$ cat src/rtl/spi_win_pkg.sv
package spi_win_pkg;
  parameter int HDR_W   = 16;
  parameter int WIN_W   = 3;
  parameter int WORD_W  = 16;
  parameter int REG_W   = 2 * WORD_W;
  localparam int CNT_W  = HDR_W - 1 - WIN_W;
  localparam int N_WIN  = 1 << WIN_W;
  localparam int BIT_W  = $clog2(WORD_W);

  typedef enum logic [1:0] {
    PH_HDR  = 2'd0,
    PH_DATA = 2'd1,
    PH_DONE = 2'd2
  } phase_e;

  typedef struct packed {
    logic             rd;
    logic [WIN_W-1:0] win;
    logic [CNT_W-1:0] cnt;
  } hdr_t;
endpackage

$ cat src/rtl/spi_win_sync.sv
module spi_win_sync #(
  parameter int STAGES = 2
) (
  input  logic clk_i,
  input  logic rst_ni,
  input  logic sclk_i,
  input  logic cs_ni,
  input  logic mosi_i,
  output logic rise_o,
  output logic fall_o,
  output logic active_o,
  output logic mosi_o
);
  logic [STAGES-1:0] sclk_q, cs_q, mosi_q;
  logic              sclk_prev;

  always_ff @(posedge clk_i or negedge rst_ni) begin
    if (!rst_ni) begin
      sclk_q    <= '0;
      cs_q      <= '1;
      mosi_q    <= '0;
      sclk_prev <= 1'b0;
    end else begin
      sclk_q    <= {sclk_q[STAGES-2:0], sclk_i};
      cs_q      <= {cs_q[STAGES-2:0], cs_ni};
      mosi_q    <= {mosi_q[STAGES-2:0], mosi_i};
      sclk_prev <= sclk_q[STAGES-1];
    end
  end

  assign active_o = ~cs_q[STAGES-1];
  assign mosi_o   = mosi_q[STAGES-1];
  assign rise_o   = sclk_q[STAGES-1] & ~sclk_prev;
  assign fall_o   = ~sclk_q[STAGES-1] & sclk_prev;
endmodule

$ cat src/rtl/spi_win_regs.sv
module spi_win_regs
  import spi_win_pkg::*;
(
  input  logic              clk_i,
  input  logic              rst_ni,
  input  logic              we_i,
  input  logic [WIN_W-1:0]  we_win_i,
  input  logic              we_half_i,
  input  logic [WORD_W-1:0] we_data_i,
  input  logic [WIN_W-1:0]  rd_win_i,
  input  logic              rd_half_i,
  output logic [WORD_W-1:0] rd_data_o
);
  logic [REG_W-1:0] win_q [N_WIN];

  for (genvar w = 0; w < N_WIN; w++) begin : g_win
    always_ff @(posedge clk_i or negedge rst_ni) begin
      if (!rst_ni) begin
        win_q[w] <= '0;
      end else if (we_i && we_win_i == WIN_W'(w)) begin
        if (we_half_i) win_q[w][REG_W-1:WORD_W] <= we_data_i;
        else           win_q[w][WORD_W-1:0]     <= we_data_i;
      end
    end
  end

  always_comb begin
    rd_data_o = rd_half_i ? win_q[rd_win_i][REG_W-1:WORD_W]
                          : win_q[rd_win_i][WORD_W-1:0];
  end
endmodule

$ cat src/rtl/spi_win_engine.sv
module spi_win_engine
  import spi_win_pkg::*;
(
  input  logic              clk_i,
  input  logic              rst_ni,
  input  logic              active_i,
  input  logic              rise_i,
  input  logic              fall_i,
  input  logic              mosi_i,
  output logic              miso_o,
  output logic              wr_valid_o,
  output logic [WIN_W-1:0]  wr_win_o,
  output logic              wr_half_o,
  output logic [WORD_W-1:0] wr_data_o,
  output logic [WIN_W-1:0]  rd_win_o,
  output logic              rd_half_o,
  input  logic [WORD_W-1:0] rd_data_i
);
  phase_e             phase_q;
  logic [BIT_W-1:0]   bit_q;
  logic [WORD_W-1:0]  rx_q, tx_q;
  logic [WORD_W-1:0]  rx_next;
  logic               rd_q, half_q, miso_q;
  logic [WIN_W-1:0]   win_q;
  logic [CNT_W-1:0]   rem_q;
  hdr_t               hdr;
  logic               last_bit;

  assign rx_next  = {rx_q[WORD_W-2:0], mosi_i};
  assign hdr      = hdr_t'(rx_next);
  assign last_bit = (bit_q == BIT_W'(WORD_W - 1));

  // Next halfword to preload: first word after header, else the other half.
  assign rd_win_o  = (phase_q == PH_HDR) ? hdr.win : win_q;
  assign rd_half_o = (phase_q == PH_HDR) ? 1'b0 : ~half_q;

  always_ff @(posedge clk_i or negedge rst_ni) begin
    if (!rst_ni) begin
      phase_q    <= PH_HDR;
      bit_q      <= '0;
      rx_q       <= '0;
      tx_q       <= '0;
      rd_q       <= 1'b0;
      half_q     <= 1'b0;
      win_q      <= '0;
      rem_q      <= '0;
      miso_q     <= 1'b0;
      wr_valid_o <= 1'b0;
      wr_win_o   <= '0;
      wr_half_o  <= 1'b0;
      wr_data_o  <= '0;
    end else if (!active_i) begin
      phase_q    <= PH_HDR;
      bit_q      <= '0;
      miso_q     <= 1'b0;
      wr_valid_o <= 1'b0;
    end else begin
      wr_valid_o <= 1'b0;
      if (rise_i) begin
        unique case (phase_q)
          PH_HDR: begin
            rx_q  <= rx_next;
            bit_q <= bit_q + 1'b1;
            if (last_bit) begin
              rd_q   <= hdr.rd;
              win_q  <= hdr.win;
              rem_q  <= hdr.cnt;
              half_q <= 1'b0;
              tx_q   <= rd_data_i;
              phase_q <= (hdr.cnt == '0) ? PH_DONE : PH_DATA;
            end
          end
          PH_DATA: begin
            rx_q  <= rx_next;
            bit_q <= bit_q + 1'b1;
            if (last_bit) begin
              if (!rd_q) begin
                wr_valid_o <= 1'b1;
                wr_win_o   <= win_q;
                wr_half_o  <= half_q;
                wr_data_o  <= rx_next;
              end
              half_q <= ~half_q;
              rem_q  <= rem_q - 1'b1;
              tx_q   <= rd_data_i;
              if (rem_q == CNT_W'(1)) phase_q <= PH_DONE;
            end
          end
          default: ;
        endcase
      end
      if (fall_i) begin
        if (phase_q == PH_DATA && rd_q) begin
          miso_q <= tx_q[WORD_W-1];
          tx_q   <= {tx_q[WORD_W-2:0], 1'b0};
        end else begin
          miso_q <= 1'b0;
        end
      end
    end
  end

  assign miso_o = miso_q;
endmodule

$ cat src/rtl/spi_win_slave.sv
module spi_win_slave
  import spi_win_pkg::*;
#(
  parameter int SYNC_STAGES = 2
) (
  input  logic              clk_i,
  input  logic              rst_ni,
  input  logic              sclk_i,
  input  logic              cs_ni,
  input  logic              mosi_i,
  output logic              miso_o,
  output logic              wr_valid_o,
  output logic [WIN_W-1:0]  wr_win_o,
  output logic              wr_half_o,
  output logic [WORD_W-1:0] wr_data_o
);
  logic              rise, fall, active, mosi_s;
  logic [WIN_W-1:0]  rd_win;
  logic              rd_half;
  logic [WORD_W-1:0] rd_data;

  spi_win_sync #(.STAGES(SYNC_STAGES)) u_sync (
    .clk_i   (clk_i),
    .rst_ni  (rst_ni),
    .sclk_i  (sclk_i),
    .cs_ni   (cs_ni),
    .mosi_i  (mosi_i),
    .rise_o  (rise),
    .fall_o  (fall),
    .active_o(active),
    .mosi_o  (mosi_s)
  );

  spi_win_engine u_eng (
    .clk_i     (clk_i),
    .rst_ni    (rst_ni),
    .active_i  (active),
    .rise_i    (rise),
    .fall_i    (fall),
    .mosi_i    (mosi_s),
    .miso_o    (miso_o),
    .wr_valid_o(wr_valid_o),
    .wr_win_o  (wr_win_o),
    .wr_half_o (wr_half_o),
    .wr_data_o (wr_data_o),
    .rd_win_o  (rd_win),
    .rd_half_o (rd_half),
    .rd_data_i (rd_data)
  );

  spi_win_regs u_regs (
    .clk_i    (clk_i),
    .rst_ni   (rst_ni),
    .we_i     (wr_valid_o),
    .we_win_i (wr_win_o),
    .we_half_i(wr_half_o),
    .we_data_i(wr_data_o),
    .rd_win_i (rd_win),
    .rd_half_i(rd_half),
    .rd_data_o(rd_data)
  );
endmodule

$ cat config.mk
export PLATFORM = sky130hd
export DESIGN_NAME = spi_win_slave
export DESIGN_NICKNAME = d
export VERILOG_FILES = /design/src/rtl/spi_win_pkg.sv /design/src/rtl/spi_win_sync.sv /design/src/rtl/spi_win_regs.sv /design/src/rtl/spi_win_engine.sv /design/src/rtl/spi_win_slave.sv
export SDC_FILE = /design/constraint.sdc
export NUM_CORES = 1
export LEC_CHECK = 0
export BUFFER_PORTS_ARGS = -buffer_cell sky130_fd_sc_hd__clkbuf_2
export CELL_PAD_IN_SITES_DETAIL_PLACEMENT = 2
export CELL_PAD_IN_SITES_GLOBAL_PLACEMENT = 2
export CORE_MARGIN = 8
export CORE_UTILIZATION = 50
export DETAILED_ROUTE_END_ITERATION = 7
export MAX_ROUTING_LAYER = met4
export PLACE_DENSITY_LB_ADDON = 0.1
export SLEW_MARGIN = 15
export SYNTH_ARGS = -nofsm -noshare
export SYNTH_HDL_FRONTEND = slang
export SYNTH_HIERARCHICAL = 1
export SYNTH_SLANG_ARGS = --single-unit
$ cat constraint.sdc
create_clock -name clk_i -period 6.4 [get_ports clk_i]
set_input_delay 0.32 -clock clk_i [delete_from_list [all_inputs] [get_ports clk_i]]
set_output_delay 0.32 -clock clk_i [all_outputs]
set_load 0.1 [all_outputs]
==> metrics.txt, run 1 <==
outcome=completed; fin nets=approximately 1,100; first-pass GRT wire length=between 60 and 70 mm; Row Count=64; diode count=0; Async SR Flop Fraction=between 90% and 100%; DR vias/cell=between 6 and 7; Initial Util=roughly 50%; post-DP HPWL=around 25 mm; Worst-Margin Slew=roughly 1.1 ns; WHS=around 0.34 ns; vias after detailed routing=between 9,000 and 10,000; Post-synth EDFFs=0; share of the synthesized area in the top cell type=roughly 55%; I/O Buffers=26; CTS Sinks=around 340; placer congestion estimate=approximately 0.73; initial antenna violation count=0; HP Class=reg2reg; most frequent cells after synthesis=337 x dfrtp_1, 278 x mux2_2, 64 x mux4_2, 34 x a22oi_1, 34 x clkbuf_1; Net Sw Frac=22.1%; Post-Route WL=44.0 mm; Pleak=between 8 and 9 nW; Util after Layout=56.1%; Clk pin slew, worst setup/hold paths=0.06 ns; clock group share of total power=around half; Total Neg Setup Slack=0 ns; skew final=around 0.017 ns; Fmax=between 200 and 300 MHz; total of max-cap violations=0; Power Internal=between 3 and 4 mW; endpoints failing setup=0; Die Area=approximately 36,000 um^2; synth warn=6; synthesized area per cell=15.0 um^2; Final Max Tran Viols=0; Req. time, crit path=approximately 6.8 ns; initial drt markers=~500; synth unique cells=slightly below 60; wire per inst=between 30 and 40 um; clock buffer depth=3; TritonCTS buffer count=39; Tcrit/Tclk final=a little under three fifths; final hold vios=0; CTS tree=yes; CP Class=reg2reg; Die Wd=191 um; Die Y=~190 um; CP Capture Type=register; final worst path period need=approximately 3.7 ns; Synth Instances=between 1,000 and 1,500; CP Max Fanout=40; RSZ-0062 raised after global routing=no; Core ar.=about 30,000 um^2; syn_nets=1,028; vias in the first global route=approximately 11,000; most numerous cell in the Yosys netlist=dfrtp_1; antenna viol nets, final=0; first drt pass iteration count=4; GRT Residual Overflow=0; Area Growth Syn to Fin=11.4%; Worst setup SP type=register; Worst EP arrival=around 4.1 ns; Worst-Skew Late Latency=0.52 ns; sw power=998 uW; commonest register cell after synthesis=dfrtp_1; Synth Register Bits=around 340; drt drc=0; # Post-CTS Setup Buffers=0; worst-case vdd ir drop=between 200 and 250 uV; PostCTS Resize Cnt=0; Pwr per Cell Area=265 nW/um^2; synth top area cells=dfrtp_1 55%, mux2_2 20%, mux4_2 9.4%, mux2_4 2.0%, a22oi_1 1.7%; top cell type by total area after synthesis=dfrtp_1; largest net degree at the start of global routing=160; register area share after synthesis=about 56%; Worst slew margin=between 20% and 30%; GR Util All Layers=25.6%; io pins=27; cell area after synthesis=roughly 15,000 um^2; clock root cell=clkbuf_16; Seq pwr share=roughly 49%; Comb power frac=2.8%; layout cells sized above 1=around 46%; H-Tree Depth=2; hold_buf cts=4
sequential cells by signal, indices dropped and copies added, names as in the netlist, 3 cells and up:
| signal | count |
|---|---|
| u_eng/win_q | 3 |
| u_regs/win_q | 256 |
| u_eng/rem_q | 12 |
| u_eng/wr_data_o | 16 |
| u_eng/rx_q | 15 |
| u_eng/bit_q | 4 |
| u_eng/wr_win_o | 3 |
| u_eng/tx_q | 16 |
cells by family after synthesis:
group / synth area share (%)
AO/OA/AOI/OAI: 4.51
XOR/XNOR: 0.172
adder cells (fa/ha/maj): 0.246
buffers and inverters: 2.51
flip-flops: 55.6
multiplexers: 32.0
AND/OR/NAND/NOR: 4.98
critical path: stages, from the launching register on:
cell and delay (ns):
dfrtp_1 0.49, nor2_1 0.36, mux2_4 0.83, buf_4 0.59
mux4_2 0.57, a22oi_1 0.24, nand2_1 0.08, o32ai_1 0.28
nor2_1 0.07
final cells by class:
type	count	area (um^2)
Fill cell	2675	13300
Sequential cell	339	8490
Multi-Input combinational cell	603	6410
Clock buffer	60	1180
Tap cell	396	495
Timing Repair Buffer	55	380
Clock inverter	5	50.0
Inverter	5	18.8
path summary, 6_finish.rpt:
kind                                  start                end  slack (ns)  depth (start not counted)
max                        u_eng/phase_q[0]     u_eng/tx_q[14]        2.73                          8
min                        u_sync/sclk_q[0]   u_sync/sclk_q[1]        0.34                          0
max reg2reg                u_eng/phase_q[0]     u_eng/tx_q[14]        2.73                          8
min reg2reg                u_sync/sclk_q[0]   u_sync/sclk_q[1]        0.34                          0
max in group asynchronous            rst_ni  u_regs/win_q[132]        4.55                          3
min in group asynchronous            rst_ni  u_regs/win_q[249]        0.46                          2
through the flow:
step           setup slack, ns  power [mW]  area (um^2)  std cells
2_1_floorplan             3.78        2.30        15300       1020
3_3_place_gp              2.72        2.38        15700       1394
3_5_place_dp              2.64        2.38        15700       1394
4_1_cts                   2.64        4.57        17000       1463
5_1_grt                   2.38        4.66        17000       1463
6_report                  2.73        4.51        17000       1463
routing by layer:
| metal | wire length, um | GRT usage (%) | share of wire, % | vias to the layer above |
|---|---|---|---|---|
| li1 | - | - | - | 3831 |
| met1 | 18600 | 32.7 | 42 | 5102 |
| met3 | 2110 | 3.62 | 4.8 | 83 |
| met2 | 21900 | 41.6 | 50 | 207 |
| met5 | 0 | - | 0 | - |
| met4 | 1380 | 8.35 | 3.1 | 0 |
placed cells by master, fill, tap and decap left out, drive strengths merged, types with 5 or more instances in the layout:
cell type / count
mux2: 298
a22oi: 34
a21oi: 26
nor4: 8
nor2: 43
inv: 5
o21ai: 14
dfrtp: 337
mux4: 64
nand3: 10
nand2: 28
o22ai: 14
nor2b: 6
clkbuf: 85
nand2b: 6
buf: 26
power by group through the flow:
stage          Sequential (mW)  Combinational, mW  Clock (mW)
6_report                  2.22              0.128        2.17
3_5_place_dp              2.26              0.129           0
3_3_place_gp              2.25              0.127           0
5_1_grt                   2.22              0.144        2.30
4_1_cts                   2.22              0.132        2.22
2_1_floorplan             2.23             0.0676           0
Power figures use the tool's default switching activity.
==> inputs of run 2 (changes only) <==
- CORE_UTILIZATION: 50 -> 47
- clock period: 6.4 -> 3.7 ns (I/O delays scaled with it)
==> run 2 against run 1 <==
Against the previous run: maximum frequency increased by 16%; via count decreased by 1.1%; clock-buffer cell count decreased by 1; power up 72%; clock skew is 0.0081 ns lower; worst setup slack got worse by 2.2 ns; die area up 5.8%; critical endpoint is now u_eng/tx_q[6]; non-clock buffer count is 15 higher; largest power group unchanged; clock power is 71% higher; largest cell class unchanged; core utilization down 2.7 points; sequential share of layout area down 0.62 points; register-to-register slack worse by 2.2 ns.
==> metrics.txt, run 2 (same netlist as run 1, synthesis figures left out) <==
Core ar.=32,300 um^2; Tcrit/Tclk final=between 80% and 90%; vias after detailed routing=between 9,000 and 10,000; Power Internal=between 6 and 7 mW; # fillers=just under 3,000; critical-path cell list=nor2_1, mux2_4, buf_12, mux4_2, a22oi_1, nand2_1, o22ai_1, a21oi_1; vias in the first global route=around 11,000; setup ws final=~0.53 ns; cell count after placement=roughly 1,500; outcome=completed; I/O Buffers=26; antenna viol nets, final=0; endpoints failing setup=0; slowest cell delay on critical path=0.56 ns; final cell count without fillers=about 1,500; Worst setup SP type=register; placer congestion estimate=between 0.7 and 0.8; Pleak=between 8 and 9 nW; Die Area=around 39,000 um^2; most frequent cells in the layout=337 x dfrtp_1, 276 x mux2_2, 64 x mux4_2; Die Y=slightly below 200 um; initial drt markers=411; Worst EP arrival=3.55 ns; TritonCTS buffer count=39; clock buffer depth=3; RSZ-0062 raised after global routing=no; fin nets=roughly 1,100; WHS=a little over 0.3 ns; DR vias/cell=between 5 and 6; Post-Place Setup Slack=0.608 ns; initial antenna violation count=0; wire per inst=about 28 um; final hold vios=0; Seq pwr share=about half; hold_buf cts=4; Worst-Margin Slew=~1.1 ns; CTS Sinks=approximately 340; GR Util All Layers=around a quarter; Util after Layout=roughly 53%; Fmax=315 MHz; first-pass GRT wire length=around 68 mm; Pwr Total=7.77 mW; HP Class=in2reg; CP Class=reg2reg; Clk pin slew, worst setup/hold paths=approximately 0.060 ns; Regs by FF count=u_regs/win_q (256), u_eng/tx_q (16), u_eng/wr_data_o (16); Worst slew margin=a little over a quarter; worst setup path start=u_eng/phase_q[0]; largest net degree at the start of global routing=124; first drt pass iteration count=4; skew final=~0.0087 ns; CTS tree=yes; PostCTS Resize Cnt=0; Multi-input gate area=6410 um^2; Initial Util=between 40% and 50%; diode count=0; # Post-CTS Setup Buffers=0; Area Growth Syn to Fin=12.8%; Reg with most FFs=u_regs/win_q; total of max-cap violations=0; FF-to-FF path depth=8; CP Capture Type=register; H-Tree Depth=2; GRT Residual Overflow=0; Die Wd=between 150 and 200 um; FF+latch area=roughly 8500 um^2; worst-case vdd ir drop=approximately 420 uV; commonest non-fill, non-tap cell in the layout=dfrtp_1; CP Max Fanout=between 40 and 50; RR Endpoint=u_eng/tx_q[6]; Post-DP Area=~16,000 um^2; crit path capture=u_eng/tx_q[6]; post-DP HPWL=25.6 mm; Final Max Tran Viols=0; clock root cell=clkbuf_16; max reg flops=256; io pins=27; Total Neg Setup Slack=0 ns; Worst-Skew Late Latency=0.52 ns; Row Count=66; clock group share of total power=a little under half; final instance area=17,200 um^2; final worst path period need=roughly 3.2 ns; Pwr per Cell Area=between 400 and 500 nW/um^2; worst flop-to-flop path startpoint=u_eng/phase_q[0]; R2R setup slack=0.53 ns; Comb power frac=about 3.1%; Req. time, crit path=4.08 ns; Net Sw Frac=a little over a fifth; Slowest cell on crit path=mux4_2; layout cells sized above 1=a little under half; Post-Route WL=~43 mm; drt drc=0; sw power=1.70 mW
run 2: metal layers:
layer,wire length [um],vias to the layer above,GRT usage [%]
met5,0,-,-
met2,21200,155,38.8
met1,19400,5036,31.4
met3,1450,68,3.14
li1,-,3865,-
met4,810,0,5.33
run 2: worst min-delay path by stage:
stage	start	endpoint	slack, ns	depth (start not counted)
6_report	mosi_i	u_sync/mosi_q[0]	0.31	2
5_1_grt	mosi_i	u_sync/mosi_q[0]	0.30	2
4_1_cts	mosi_i	u_sync/mosi_q[0]	0.29	2
3_5_place_dp	cs_ni	u_sync/cs_q[0]	0.28	1
3_3_place_gp	cs_ni	u_sync/cs_q[0]	0.28	1
2_1_floorplan	rst_ni	u_eng/bit_q[0]	-0.11	0
run 2: cell type report:
| type | count | area share (%) |
|---|---|---|
| flip-flops and latches | 339 | 49.3 |
| multi-input cells | 603 | 37.2 |
| clock buffers | 59 | 6.75 |
| inverters | 5 | 0.109 |
| well taps | 442 | 3.21 |
| clock inverters | 5 | 0.305 |
| repair buffers | 70 | 3.15 |
run 2: worst max-delay path: cells and delay by family, from the launching register on:
family          cells  cell delay, ns
mux                 2            1.00
buf+inv             1            0.40
flops               1            0.49
simple gates        2            0.59
compound gates      3            0.52
run 2: power groups by stage:
stage / clock network, mW / logic, mW / registers, mW
after global routing: 3.92 / 0.270 / 3.84
final: 3.70 / 0.239 / 3.84
after floorplan: 0 / 0.117 / 3.86
after CTS: 3.80 / 0.248 / 3.84
after global placement: 0 / 0.236 / 3.90
after detailed placement: 0 / 0.240 / 3.90
==> inputs of run 3 (changes only) <==
- clock period: 3.7 -> 3 ns (I/O delays scaled with it)
==> run 3 against run 2 <==
Against the previous run: combinational power is 25% higher; critical path type unchanged; largest cell class unchanged; hold slack got worse by 0.091 ns; die area is the same.
==> metrics.txt, run 3 (same netlist as run 1, synthesis figures left out) <==
outcome=completed; Clk pin slew, worst setup/hold paths=0.06 ns; HP Class=in2async; Reg with most FFs=u_regs/win_q; initial antenna violation count=0; first-pass GRT wire length=67.3 mm; Die Y=slightly below 200 um; worst setup path start=u_eng/phase_q[0]; Req. time, crit path=3.41 ns; CP Class=reg2reg; final hold vios=0; final worst path period need=2.74 ns; Worst slew margin=about a quarter; Multi-input gate area=~6400 um^2; skew final=0.0173 ns; antenna viol nets, final=0; Regs by FF count=u_regs/win_q (256), u_eng/tx_q (16), u_eng/wr_data_o (16); largest net degree at the start of global routing=between 80 and 90; CTS Sinks=roughly 340; first drt pass iteration count=5; CP Capture Type=register; fin nets=roughly 1,100; vias in the first global route=about 11,000; drt drc=0; Worst setup SP type=register; clock buffer depth=3; WHS=between 0.2 and 0.25 ns; clock root cell=clkbuf_16; Final Max Tran Viols=0; Core ar.=around 32,000 um^2; diode count=0; GR Util All Layers=about a quarter; DR vias/cell=5.98; post-DP HPWL=26.4 mm; H-Tree Depth=2; FF-to-FF path depth=9; Pwr per Cell Area=573 nW/um^2; final cell count without fillers=between 1,500 and 2,000; io pins=27; crit path capture=u_eng/tx_q[2]; Fmax=365 MHz; R2R setup slack=between 0.2 and 0.3 ns; endpoints failing setup=0; RR Endpoint=u_eng/tx_q[2]; Total Neg Setup Slack=0 ns; Die Area=~39,000 um^2; Tcrit/Tclk final=around nine tenths; CP Max Fanout=9; layout cells sized above 1=slightly below 50%; max reg flops=roughly 260; Die Wd=around 200 um; commonest non-fill, non-tap cell in the layout=dfrtp_1; Area Growth Syn to Fin=14.8%; worst flop-to-flop path startpoint=u_eng/phase_q[0]; CTS tree=yes; Pwr Total=slightly above 10 mW; # fillers=between 2,000 and 3,000; worst-case vdd ir drop=516 uV; Initial Util=between 40 and 50%; I/O Buffers=26; Worst EP arrival=approximately 3.2 ns; most frequent cells in the layout=337 x dfrtp_1, 276 x mux2_2, 64 x mux4_2; Worst-Margin Slew=between 1 and 1.5 ns; FF+latch area=around 8500 um^2; Post-Route WL=around 43 mm; placer congestion estimate=0.735; cell count after placement=about 1,500; TritonCTS buffer count=39; wire per inst=28.0 um; total of max-cap violations=0; vias after detailed routing=a little over 9,000; RSZ-0062 raised after global routing=no; GRT Residual Overflow=0; initial drt markers=around 420; Pleak=about 8.5 nW; Worst-Skew Late Latency=roughly 0.53 ns; Row Count=between 60 and 70
## run 3: critical path: stages, from the launching register on
cell and delay (ns):
dfrtp_1 0.39, nor2_1 0.18, buf_4 0.17, mux2_2 0.19
nor2b_1 0.89, buf_4 0.33, a22oi_1 0.09, nand2_1 0.08
o22ai_1 0.07, a21oi_1 0.23
## run 3: worst min path at each step
stage / start / endpoint / slack [ns]
2_1_floorplan: rst_ni / u_eng/bit_q[0] / -0.15
3_3_place_gp: rst_ni / u_regs/win_q[234] / 0.18
3_5_place_dp: rst_ni / u_regs/win_q[232] / 0.18
4_1_cts: rst_ni / u_regs/win_q[200] / 0.23
5_1_grt: rst_ni / u_regs/win_q[136] / 0.27
6_report: rst_ni / u_regs/win_q[136] / 0.22
## run 3: stage by stage
step                cell area [um^2]  util (%)  worst slack [ns]
floorplan                      15300         -             0.380
global placement               16100      49.9             0.420
detailed placement             16100      49.9             0.313
CTS                            17500      54.3             0.276
global route                   17500      54.3            0.0558
finish                         17500      54.3             0.261
## run 3: power breakdown
group / switching [mW] / internal, mW / total, mW
Combinational: 0.177 / 0.121 / 0.299
Clock: 1.88 / 3.14 / 5.02
Sequential: 0.103 / 4.63 / 4.73
## run 3: repair_timing
action	4_1_cts	5_1_grt
setup buffers	0	0
resized for setup	0	0
endpoints found under the hold margin	74	0
hold buffers	4	0
## run 3: cell type report
class / count / area share (%)
sequential: 339 / 48.4
inverter: 5 / 0.107
timing repair buffer: 81 / 3.93
clock buffer: 61 / 6.97
multi-input combinational: 603 / 36.6
clock inverter: 9 / 0.871
tap: 442 / 3.15
## run 3: routing by layer
metal	part of all wire [%]	up-vias	global-route usage, %
li1	-	3895	-
met2	50	164	38.8
met1	45	5071	30.9
met5	0	-	-
met4	2.7	0	7.55
met3	2.7	79	2.54
